<file path="src/rtl/txw_pkg.sv">
package txw_pkg;
  localparam int READY_BIT = 15;
  localparam int WRAP_BIT  = 13;
  localparam int LAST_BIT  = 11;

  typedef enum logic [1:0] {SEL_HEAD, SEL_PTR, SEL_DATA} memSelT;

  typedef struct packed {
    logic   ldHead;
    logic   ldPtr;
    logic   ldByte;
    logic   pushHeld;
    logic   clrHeld;
    logic   clrFrame;
    logic   advRing;
    logic   clrDesc;
    memSelT memSel;
  } dpStrobeT;
endpackage

</file>
<file path="src/rtl/txw_datapath.sv">
module txw_datapath
  import txw_pkg::*;
#(
  parameter int MAX_FRAME = 2032,
  parameter int MAX_DESC  = 1024
) (
  input  logic        clk,
  input  logic        rstN,
  input  dpStrobeT    stb,
  input  logic        baseWr,
  input  logic [31:0] baseData,
  input  logic [31:0] memRdata,
  output logic [31:0] memAddr,
  output logic [31:0] memWdata,
  output logic [7:0]  heldByte,
  output logic        heldValid,
  output logic        descReady,
  output logic        descLast,
  output logic        copyDone,
  output logic        descLimit,
  output logic        evBabble
);
  localparam int FCNT_W = $clog2(MAX_FRAME + 1);
  localparam int DCNT_W = $clog2(MAX_DESC + 1);
  localparam int CMP_W  = ((FCNT_W > 16) ? FCNT_W : 16) + 1;

  logic [31:0]       ringBase, curPtr, bufAddr;
  logic [15:0]       flags, len, copyLeft;
  logic [FCNT_W-1:0] frameCnt;
  logic [DCNT_W-1:0] descCnt;
  logic [7:0]        byteReg, fetched;
  logic [CMP_W-1:0]  room;
  logic              overflow;

  assign room     = CMP_W'(MAX_FRAME) - CMP_W'(frameCnt);
  assign overflow = CMP_W'(len) > room;

  always_comb begin
    case (bufAddr[1:0])
      2'd0:    fetched = memRdata[31:24];
      2'd1:    fetched = memRdata[23:16];
      2'd2:    fetched = memRdata[15:8];
      default: fetched = memRdata[7:0];
    endcase
  end

  always_comb begin
    case (stb.memSel)
      SEL_PTR:  memAddr = curPtr + 32'd4;
      SEL_DATA: memAddr = {bufAddr[31:2], 2'b00};
      default:  memAddr = curPtr;
    endcase
  end

  assign memWdata  = {flags & ~(16'h1 << READY_BIT), len};
  assign descReady = flags[READY_BIT];
  assign descLast  = flags[LAST_BIT];
  assign copyDone  = (copyLeft == 16'd0);
  assign descLimit = (descCnt == DCNT_W'(MAX_DESC - 1));

  always_ff @(posedge clk) begin
    if (!rstN) begin
      ringBase  <= '0;
      curPtr    <= '0;
      bufAddr   <= '0;
      flags     <= '0;
      len       <= '0;
      copyLeft  <= '0;
      frameCnt  <= '0;
      descCnt   <= '0;
      byteReg   <= '0;
      heldByte  <= '0;
      heldValid <= 1'b0;
      evBabble  <= 1'b0;
    end else begin
      if (baseWr) begin
        ringBase <= baseData & ~32'h3;
        curPtr   <= baseData & ~32'h3;
      end else if (stb.advRing) begin
        curPtr <= flags[WRAP_BIT] ? ringBase : curPtr + 32'd8;
      end
      if (stb.ldHead) {flags, len} <= memRdata;
      evBabble <= stb.ldPtr && overflow;
      if (stb.ldPtr) begin
        bufAddr  <= memRdata;
        copyLeft <= overflow ? 16'(room) : len;
      end
      if (stb.ldByte) byteReg <= fetched;
      if (stb.pushHeld) begin
        heldByte  <= byteReg;
        heldValid <= 1'b1;
        bufAddr   <= bufAddr + 32'd1;
        copyLeft  <= copyLeft - 16'd1;
        frameCnt  <= frameCnt + FCNT_W'(1);
      end
      if (stb.clrHeld)  heldValid <= 1'b0;
      if (stb.clrFrame) frameCnt  <= '0;
      if (stb.clrDesc)      descCnt <= '0;
      else if (stb.advRing) descCnt <= descCnt + DCNT_W'(1);
    end
  end

  AST_FRAME_CAP: assert property (@(posedge clk) disable iff (!rstN)
    frameCnt <= FCNT_W'(MAX_FRAME));
  AST_PTR_ALIGN: assert property (@(posedge clk) disable iff (!rstN)
    curPtr[1:0] == 2'b00);
  AST_DESC_CAP: assert property (@(posedge clk) disable iff (!rstN)
    descCnt <= DCNT_W'(MAX_DESC));
endmodule

</file>
<file path="src/rtl/txw_control.sv">
module txw_control
  import txw_pkg::*;
(
  input  logic     clk,
  input  logic     rstN,
  input  logic     cfgEnable,
  input  logic     txActivate,
  input  logic     memAck,
  input  logic     outReady,
  input  logic     descReady,
  input  logic     descLast,
  input  logic     copyDone,
  input  logic     descLimit,
  input  logic     heldValid,
  output dpStrobeT stb,
  output logic     memReq,
  output logic     memWe,
  output logic     outValid,
  output logic     outLast,
  output logic     evTxBuf,
  output logic     evTxFrame,
  output logic     idle
);
  typedef enum logic [3:0] {
    ST_IDLE, ST_RD_HEAD, ST_CHECK, ST_RD_PTR, ST_COPY,
    ST_FETCH, ST_PUT, ST_WRBACK, ST_FLUSH, ST_ADV
  } stateT;

  stateT state, nxt;

  always_comb begin
    stb      = '0;
    memReq   = 1'b0;
    memWe    = 1'b0;
    outValid = 1'b0;
    outLast  = 1'b0;
    nxt      = state;
    case (state)
      ST_IDLE: if (txActivate && cfgEnable) begin
        stb.clrDesc = 1'b1;
        nxt = ST_RD_HEAD;
      end
      ST_RD_HEAD: begin
        memReq = 1'b1;
        if (memAck) begin stb.ldHead = 1'b1; nxt = ST_CHECK; end
      end
      ST_CHECK: nxt = descReady ? ST_RD_PTR : ST_IDLE;
      ST_RD_PTR: begin
        memReq = 1'b1;
        stb.memSel = SEL_PTR;
        if (memAck) begin stb.ldPtr = 1'b1; nxt = ST_COPY; end
      end
      ST_COPY: nxt = copyDone ? ST_WRBACK : ST_FETCH;
      ST_FETCH: begin
        memReq = 1'b1;
        stb.memSel = SEL_DATA;
        if (memAck) begin stb.ldByte = 1'b1; nxt = ST_PUT; end
      end
      ST_PUT: begin
        outValid = heldValid;
        if (!heldValid || outReady) begin
          stb.pushHeld = 1'b1;
          nxt = ST_COPY;
        end
      end
      ST_WRBACK: begin
        memReq = 1'b1;
        memWe  = 1'b1;
        if (memAck) begin
          if (descLast && heldValid) nxt = ST_FLUSH;
          else begin
            stb.clrFrame = descLast;
            nxt = ST_ADV;
          end
        end
      end
      ST_FLUSH: begin
        outValid = 1'b1;
        outLast  = 1'b1;
        if (outReady) begin
          stb.clrHeld  = 1'b1;
          stb.clrFrame = 1'b1;
          nxt = ST_ADV;
        end
      end
      ST_ADV: begin
        stb.advRing = 1'b1;
        nxt = descLimit ? ST_IDLE : ST_RD_HEAD;
      end
      default: nxt = ST_IDLE;
    endcase
  end

  always_ff @(posedge clk) begin
    if (!rstN) begin
      state     <= ST_IDLE;
      evTxBuf   <= 1'b0;
      evTxFrame <= 1'b0;
    end else begin
      state     <= nxt;
      evTxBuf   <= (state == ST_WRBACK) && memAck;
      evTxFrame <= ((state == ST_WRBACK) && memAck && descLast && !heldValid)
                || ((state == ST_FLUSH) && outReady);
    end
  end

  assign idle = (state == ST_IDLE);

  AST_BUF_AFTER_WB: assert property (@(posedge clk) disable iff (!rstN)
    evTxBuf |-> $past(memReq && memWe && memAck));
  AST_OUT_HOLD: assert property (@(posedge clk) disable iff (!rstN)
    outValid && !outReady |=> outValid && $stable(outLast));
  AST_REQ_HOLD: assert property (@(posedge clk) disable iff (!rstN)
    memReq && !memAck |=> memReq && $stable(memWe));
endmodule

</file>
<file path="src/rtl/txdesc_walker.sv">
module txdesc_walker
  import txw_pkg::*;
#(
  parameter int MAX_FRAME = 2032,
  parameter int MAX_DESC  = 1024
) (
  input  logic        clk,
  input  logic        rstN,
  input  logic        cfgEnable,
  input  logic        txActivate,
  input  logic        ringBaseWr,
  input  logic [31:0] ringBaseData,
  output logic        memReq,
  output logic        memWe,
  output logic [31:0] memAddr,
  output logic [31:0] memWdata,
  input  logic [31:0] memRdata,
  input  logic        memAck,
  output logic        outValid,
  output logic [7:0]  outData,
  output logic        outLast,
  input  logic        outReady,
  output logic        evTxBuf,
  output logic        evTxFrame,
  output logic        evBabble
);
  dpStrobeT stb;
  logic heldValid, descReady, descLast, copyDone, descLimit, idle;

  txw_control u_ctrl (
    .clk(clk), .rstN(rstN), .cfgEnable(cfgEnable), .txActivate(txActivate),
    .memAck(memAck), .outReady(outReady), .descReady(descReady),
    .descLast(descLast), .copyDone(copyDone), .descLimit(descLimit),
    .heldValid(heldValid), .stb(stb), .memReq(memReq), .memWe(memWe),
    .outValid(outValid), .outLast(outLast), .evTxBuf(evTxBuf),
    .evTxFrame(evTxFrame), .idle(idle)
  );

  txw_datapath #(.MAX_FRAME(MAX_FRAME), .MAX_DESC(MAX_DESC)) u_dp (
    .clk(clk), .rstN(rstN), .stb(stb), .baseWr(ringBaseWr && idle),
    .baseData(ringBaseData), .memRdata(memRdata), .memAddr(memAddr),
    .memWdata(memWdata), .heldByte(outData), .heldValid(heldValid),
    .descReady(descReady), .descLast(descLast), .copyDone(copyDone),
    .descLimit(descLimit), .evBabble(evBabble)
  );

  AST_ADDR_HOLD: assert property (@(posedge clk) disable iff (!rstN)
    memReq && !memAck |=> $stable(memAddr));
  AST_DATA_HOLD: assert property (@(posedge clk) disable iff (!rstN)
    outValid && !outReady |=> $stable(outData));
endmodule

</file>
<file path="config.mk">
export PLATFORM = sky130hd
export DESIGN_NAME = txdesc_walker
export DESIGN_NICKNAME = d
export VERILOG_FILES = /design/src/rtl/txw_pkg.sv /design/src/rtl/txw_datapath.sv /design/src/rtl/txw_control.sv /design/src/rtl/txdesc_walker.sv
export SDC_FILE = /design/constraint.sdc
export NUM_CORES = 1
export LEC_CHECK = 0
export ABC_AREA = 1
export BUFFER_PORTS_ARGS = -buffer_cell sky130_fd_sc_hd__buf_4
export CORE_MARGIN = 2
export CORE_UTILIZATION = 45
export DETAILED_ROUTE_END_ITERATION = 16
export PLACE_DENSITY = 0.74
export SLEW_MARGIN = 20
export SYNTH_ARGS = -nofsm -noshare
export SYNTH_HDL_FRONTEND = slang
export SYNTH_SLANG_ARGS = --single-unit
</file>
<file path="constraint.sdc">
create_clock -name clk -period 4.95 [get_ports clk]
set_input_delay 0.7425 -clock clk [delete_from_list [all_inputs] [get_ports clk]]
set_output_delay 0.7425 -clock clk [all_outputs]
set_load 0.05 [all_outputs]
</file>
Word-level counts from Yosys, hierarchy flattened
Index checks and enable logic that the tools add are counted.
- bits in writable memories: 0
- bits in latches: 0
- memory bits (read-only): 0
- memories kept: 0
- flip-flop bits (word level): 188
- input port bits: 71
- equal/unequal tests: 21
- shifts and indexed selects: 0
- bitwise gates (word level): 1
- reduce and logical (&&, ||, !) cells: 22
- $add $sub $neg: 7
- magnitude comparators: 1
- multiply operators: 0
- divide/modulo/power cells: 0
- muxes and demuxes: 41
- operators with widths (kind ; number):
    $mux 32 ; 5
    $pmux 32 s2 ; 1
    $mux 16 ; 3
    $pmux 4 s10 ; 1
    $add 32x1->32 const B ; 1
    $add 32x3->32 const B ; 1
    $add 32x4->32 const B ; 1
    $mux 4 ; 7
    $pmux 8 s3 ; 1
    $add 11x1->11 const B ; 2
    $gt 16x17->1 ; 1
    $mux 1 ; 17
    $eq 4x3->1 const B ; 4
    $logic_not 16->1 ; 1
    $sub 16x1->16 const B ; 1
    $sub 11x11->12 const A ; 1
    $eq 11x10->1 const B ; 1
    $ne 2x2->1 const B ; 5
    $eq 4x2->1 const B ; 2
    $eq 4x4->1 const B ; 2
    $logic_and 1x1->1 ; 8
    $reduce_or 2->1 ; 4
    $reduce_and 7->1 ; 1
    $mux 2 ; 3
    other kinds (13) ; 19

Longest topological paths before layout
- depth in word-level cells: 5
- mapped depth: 23
- mapped depth without buffers: 22

By module
Synthesis repeated with hierarchy kept, for this count alone.
- cells, all modules: 1757
- area total of the unflattened synthesis: 11454.7 um2
- modules (own cells, without submodules) (module ; instances ; sequential area each (um2) ; area an instance (um2) ; cells each):
    txw_datapath ; 1 ; 3643.5 ; 10909.2 ; 1669
    txw_control ; 1 ; 120.1 ; 538.0 ; 86
    txdesc_walker ; 1 ; 0.0 ; 7.5 ; 2

Least setup slack after synthesis
Ideal clock, no wire load.
- path kind: register to output
- from: register u_ctrl.state[2]
- to: output port memAddr[9]
- arrival: 2.478 ns
- setup slack: 1.730 ns
- data required time: 4.208 ns
- cell stages (with the launch flop): 9
- cells stage by stage: dfxtp_1 nor2_1 inv_2 nor2_2 inv_1 ha_1 clkbuf_1 clkbuf_1 o21ai_0
- cells in the longest elaborated chain, start to end: 4
- elaborated cells on any way between the ends: 6
- ends and longest elaborated chain (item ; line ; source):
    start, declared ; txw_control.sv:29 ; stateT state, nxt;
    start signal, assigned ; txw_control.sv:100 ; state <= nxt;
    $eq 4x3->1 / $eq 4x2->1 (equally long branches) ; txw_control.sv:38 ; case (state)
    $pmux 2 s2 * ; txw_control.sv:38 ;
    $eq 2x2->1 / $eq 2x1->1 (equally long branches) ; txw_datapath.sv:48 ; case (stb.memSel)
    $pmux 32 s2 * ; txw_datapath.sv:48 ;
    end, declared ; txdesc_walker.sv:15 ; output logic [31:0] memAddr,
Mark *: on every way between the ends. The rest lies on a longest branch, timed or not.

Final worst setup path
- from: register u_ctrl.state[2]
- to: output port memAddr[31]
Same word-level chain as after synthesis.

==> impl_metrics.tcl <==
set metrics [dict create \
    htree_levels 4 \
    core-area_um2 25110 \
    vias 12250 \
    grt_pass1_vias 10980 \
    grt_pass1_wl_um 57620 \
    dpl.hpwl_um 27240 \
    ys.flop_type "dfxtp_1" \
    cts_tree "yes" \
    wl_per_cell_um 17.07 \
    hold_depth 2 \
    crit_type "reg -> out" \
    ys_ff_latch 188 \
    ant_nets 0 \
    finalHoldViolCount 0 \
    post-route-drc-count 0 \
    yosys.area.top_type "dfxtp_1" \
    grt_max_degree 62 \
    post-route-util_pct 52.92 \
    ioPinCount 150 \
    worstHoldPathType "reg -> reg" \
    irDropWorstVdd_uv 206.7 \
    clk-insertion-delay-late_ps 450 \
    drt_pass1_iterations 6 \
    syn_area_um2 11510 \
    placed_cells 2160 \
    antennaDiodeCount 0 \
    fmax_mhz 263.9 \
    fin_cells 2192 \
    cts.clk_slew.worst_paths_ps 80 \
    relSlewSlack_pct 27.14 \
    post_cts_buffers 0 \
    finClkSkew_ps 13.62 \
    cp-end-kind "output port" \
    ys_seq_area_share_pct 32.71 \
    rsz0062_at_grt "no" \
    io_buffers 146 \
    antenna_found_initial 0 \
    gr-total-overflow 0 \
    rr_worst_depth 21 \
    drive_gt1_share_pct 13.16 \
    maxSlewViolCount 0 \
    postSynthCellCount 1760 \
    holdBufCountCts 0 \
    post_cts_resized 0 \
    initial_core_util_pct 45.83 \
    cts.sinks 188 \
    place_ws_ps 1617 \
    n_fill_cell 2508 \
    outcome "completed" \
    use_met2_pct 46.91 \
    gr-usage-all-layers_pct 27.46 \
    syn_avg_cell_area_um2 6.538 \
    synth_edf_count 0 \
    root_buffer "clkbuf_16" \
    avgViaCountPerCell 5.586 \
    die_w_um 163.9 \
    placementRows 58 \
    dieArea_um2 26870 \
    cp_max_fo 34 \
    drt_first_iter_violations 1160 \
    use_met1_pct 34.61 \
    finalCriticalPeriod_ps 3789 \
    synth_nets 1860 \
    worstPathArrival_ps 3050 \
    synth.distinct_cells 45 \
    clock_path_buffers 2 \
    place_congestion 0.9670 \
    p_leak_nw 5.806 \
    start_kind "flop" \
    finalSetupViolations 0 \
    layout_setup_ws_ps 1161 \
    wl_um 37410 \
    tightest_slew_ps 1090 \
    maxCapViolCount 0 \
    power_density_nw_per_um2 306.4 \
    cts_made_buffers 17 \
    area_delta_synth_final_pct 15.47 \
    use_met3_pct 4.192 \
    critPathRequiredTime_ps 4210 \
    layout.nets 1949 \
    die_y_um 163.9 \
    async_reset_ff_share_pct 0 \
    top_usage_layer "met2" \
    ys_top_cells_by_area "dfxtp_1 33%, nand2_1 12%, inv_1 8.1%" \
    synth_top_area_share_pct 32.71 \
    period_share_pct 76.55 \
    total_power_mw 4.071 \
    final.setup.tns_ps 0 \
    ys_warn_count 0 \
]
==> routing by layer <==
| metal | vias up | wire, um | share of wire, % |
|---|---|---|---|
| met2 | 497 | 17760 | 47 |
| li1 | 6014 | - | - |
| met1 | 5652 | 15460 | 41 |
| met4 | 0 | 1339 | 3.6 |
| met3 | 82 | 2855 | 7.6 |
| met5 | - | 0 | 0 |
==> registers in the layout, indices dropped and copies added (netlist names) <==
signal and count:
u_dp.bufAddr 32, u_dp.curPtr 32, u_dp.ringBase 30, u_dp.copyLeft 16, u_dp.flags 16, u_dp.len 16, u_dp.descCnt 11, u_dp.frameCnt 11
u_dp.byteReg 8, u_dp.heldByte 8, u_ctrl.state 4, u_ctrl.evTxBuf 1, u_ctrl.evTxFrame 1, u_dp.evBabble 1, u_dp.heldValid 1
==> worst paths after layout <==
path,start,end,slack [ps]
worst max-delay path,u_ctrl.state[2],memAddr[31],1160
worst min-delay path,u_dp.curPtr[0],u_dp.curPtr[0],450
worst max register to register,u_dp.frameCnt[0],u_dp.copyLeft[7],1590
worst min register to register,u_dp.curPtr[0],u_dp.curPtr[0],450
==> cell usage in the layout (no fill, tap or decap), types with 6 or more instances in the layout <==
cell type,synthesis,final
o22ai_1,51,51
o21ai_1,19,19
a31oi_1,45,45
nor2_2,12,12
a22oi_1,27,27
nor2_1,112,111
nand2_2,10,10
buf_4,6,156
nand4_1,25,25
nand3_1,101,101
dfxtp_1,188,188
inv_2,12,11
nor2_4,6,7
a21oi_1,170,170
o21ai_0,123,123
inv_1,248,248
or2_2,7,7
nand2_1,360,360
inv_8,0,6
ha_1,29,28
nor3_1,36,36
nor4_1,7,7
xor2_1,46,46
clkbuf_16,0,17
==> cell type report <==
class	count	area, um^2	area share, %
flip-flops and latches	188	3764	28.32
clock inverters	15	153.9	1.158
well taps	330	412.9	3.107
clock buffers	17	425.4	3.202
inverters	262	984.7	7.411
multi-input cells	1224	6376	47.99
repair buffers	156	1171	8.814
==> through the flow <==
step           hold WS (ps)  cell area (um^2)
2_1_floorplan         424.6             11510
3_3_place_gp          436.3             12710
3_5_place_dp          441.1             12710
4_1_cts               453.7             13290
5_1_grt               481.2             13290
6_report              450.1             13290
==> cells by family after synthesis <==
family / after synthesis / synth area share (%)
flops: 188 / 32.71
buf+inv: 348 / 11.97
xor+xnor: 50 / 3.806
other cells: 1 / 0.03259
fa+ha+maj: 29 / 3.153
simple gates: 689 / 26.39
compound gates: 455 / 21.94
==> where the power goes <==
group | switching, mW | leakage (nW) | internal, mW | total (mW)
Sequential | 0.0947 | 1.53 | 1.61 | 1.70
Clock | 0.707 | 0.277 | 0.674 | 1.38
Combinational | 0.695 | 4.00 | 0.294 | 0.989
==> critical path: stages, from the launching register on <==
cell     delay, ps
dfxtp_1        360
nor2_1         190
inv_2           80
nor2_2         150
inv_1           70
ha_2           720
buf_4          430
a21oi_1         80
a22oi_1        260
buf_4          260
==> Yosys cell counts, types with 36 or more instances <==
| cell | n |
|---|---|
| a21oi_1 | 170 |
| a31oi_1 | 45 |
| clkbuf_1 | 47 |
| dfxtp_1 | 188 |
| inv_1 | 248 |
| nand2_1 | 360 |
| nand3_1 | 101 |
| nor2_1 | 112 |
| nor3_1 | 36 |
| o21ai_0 | 123 |
| o22ai_1 | 51 |
| xor2_1 | 46 |
No activity file was read; power rests on OpenSTA's default activity.
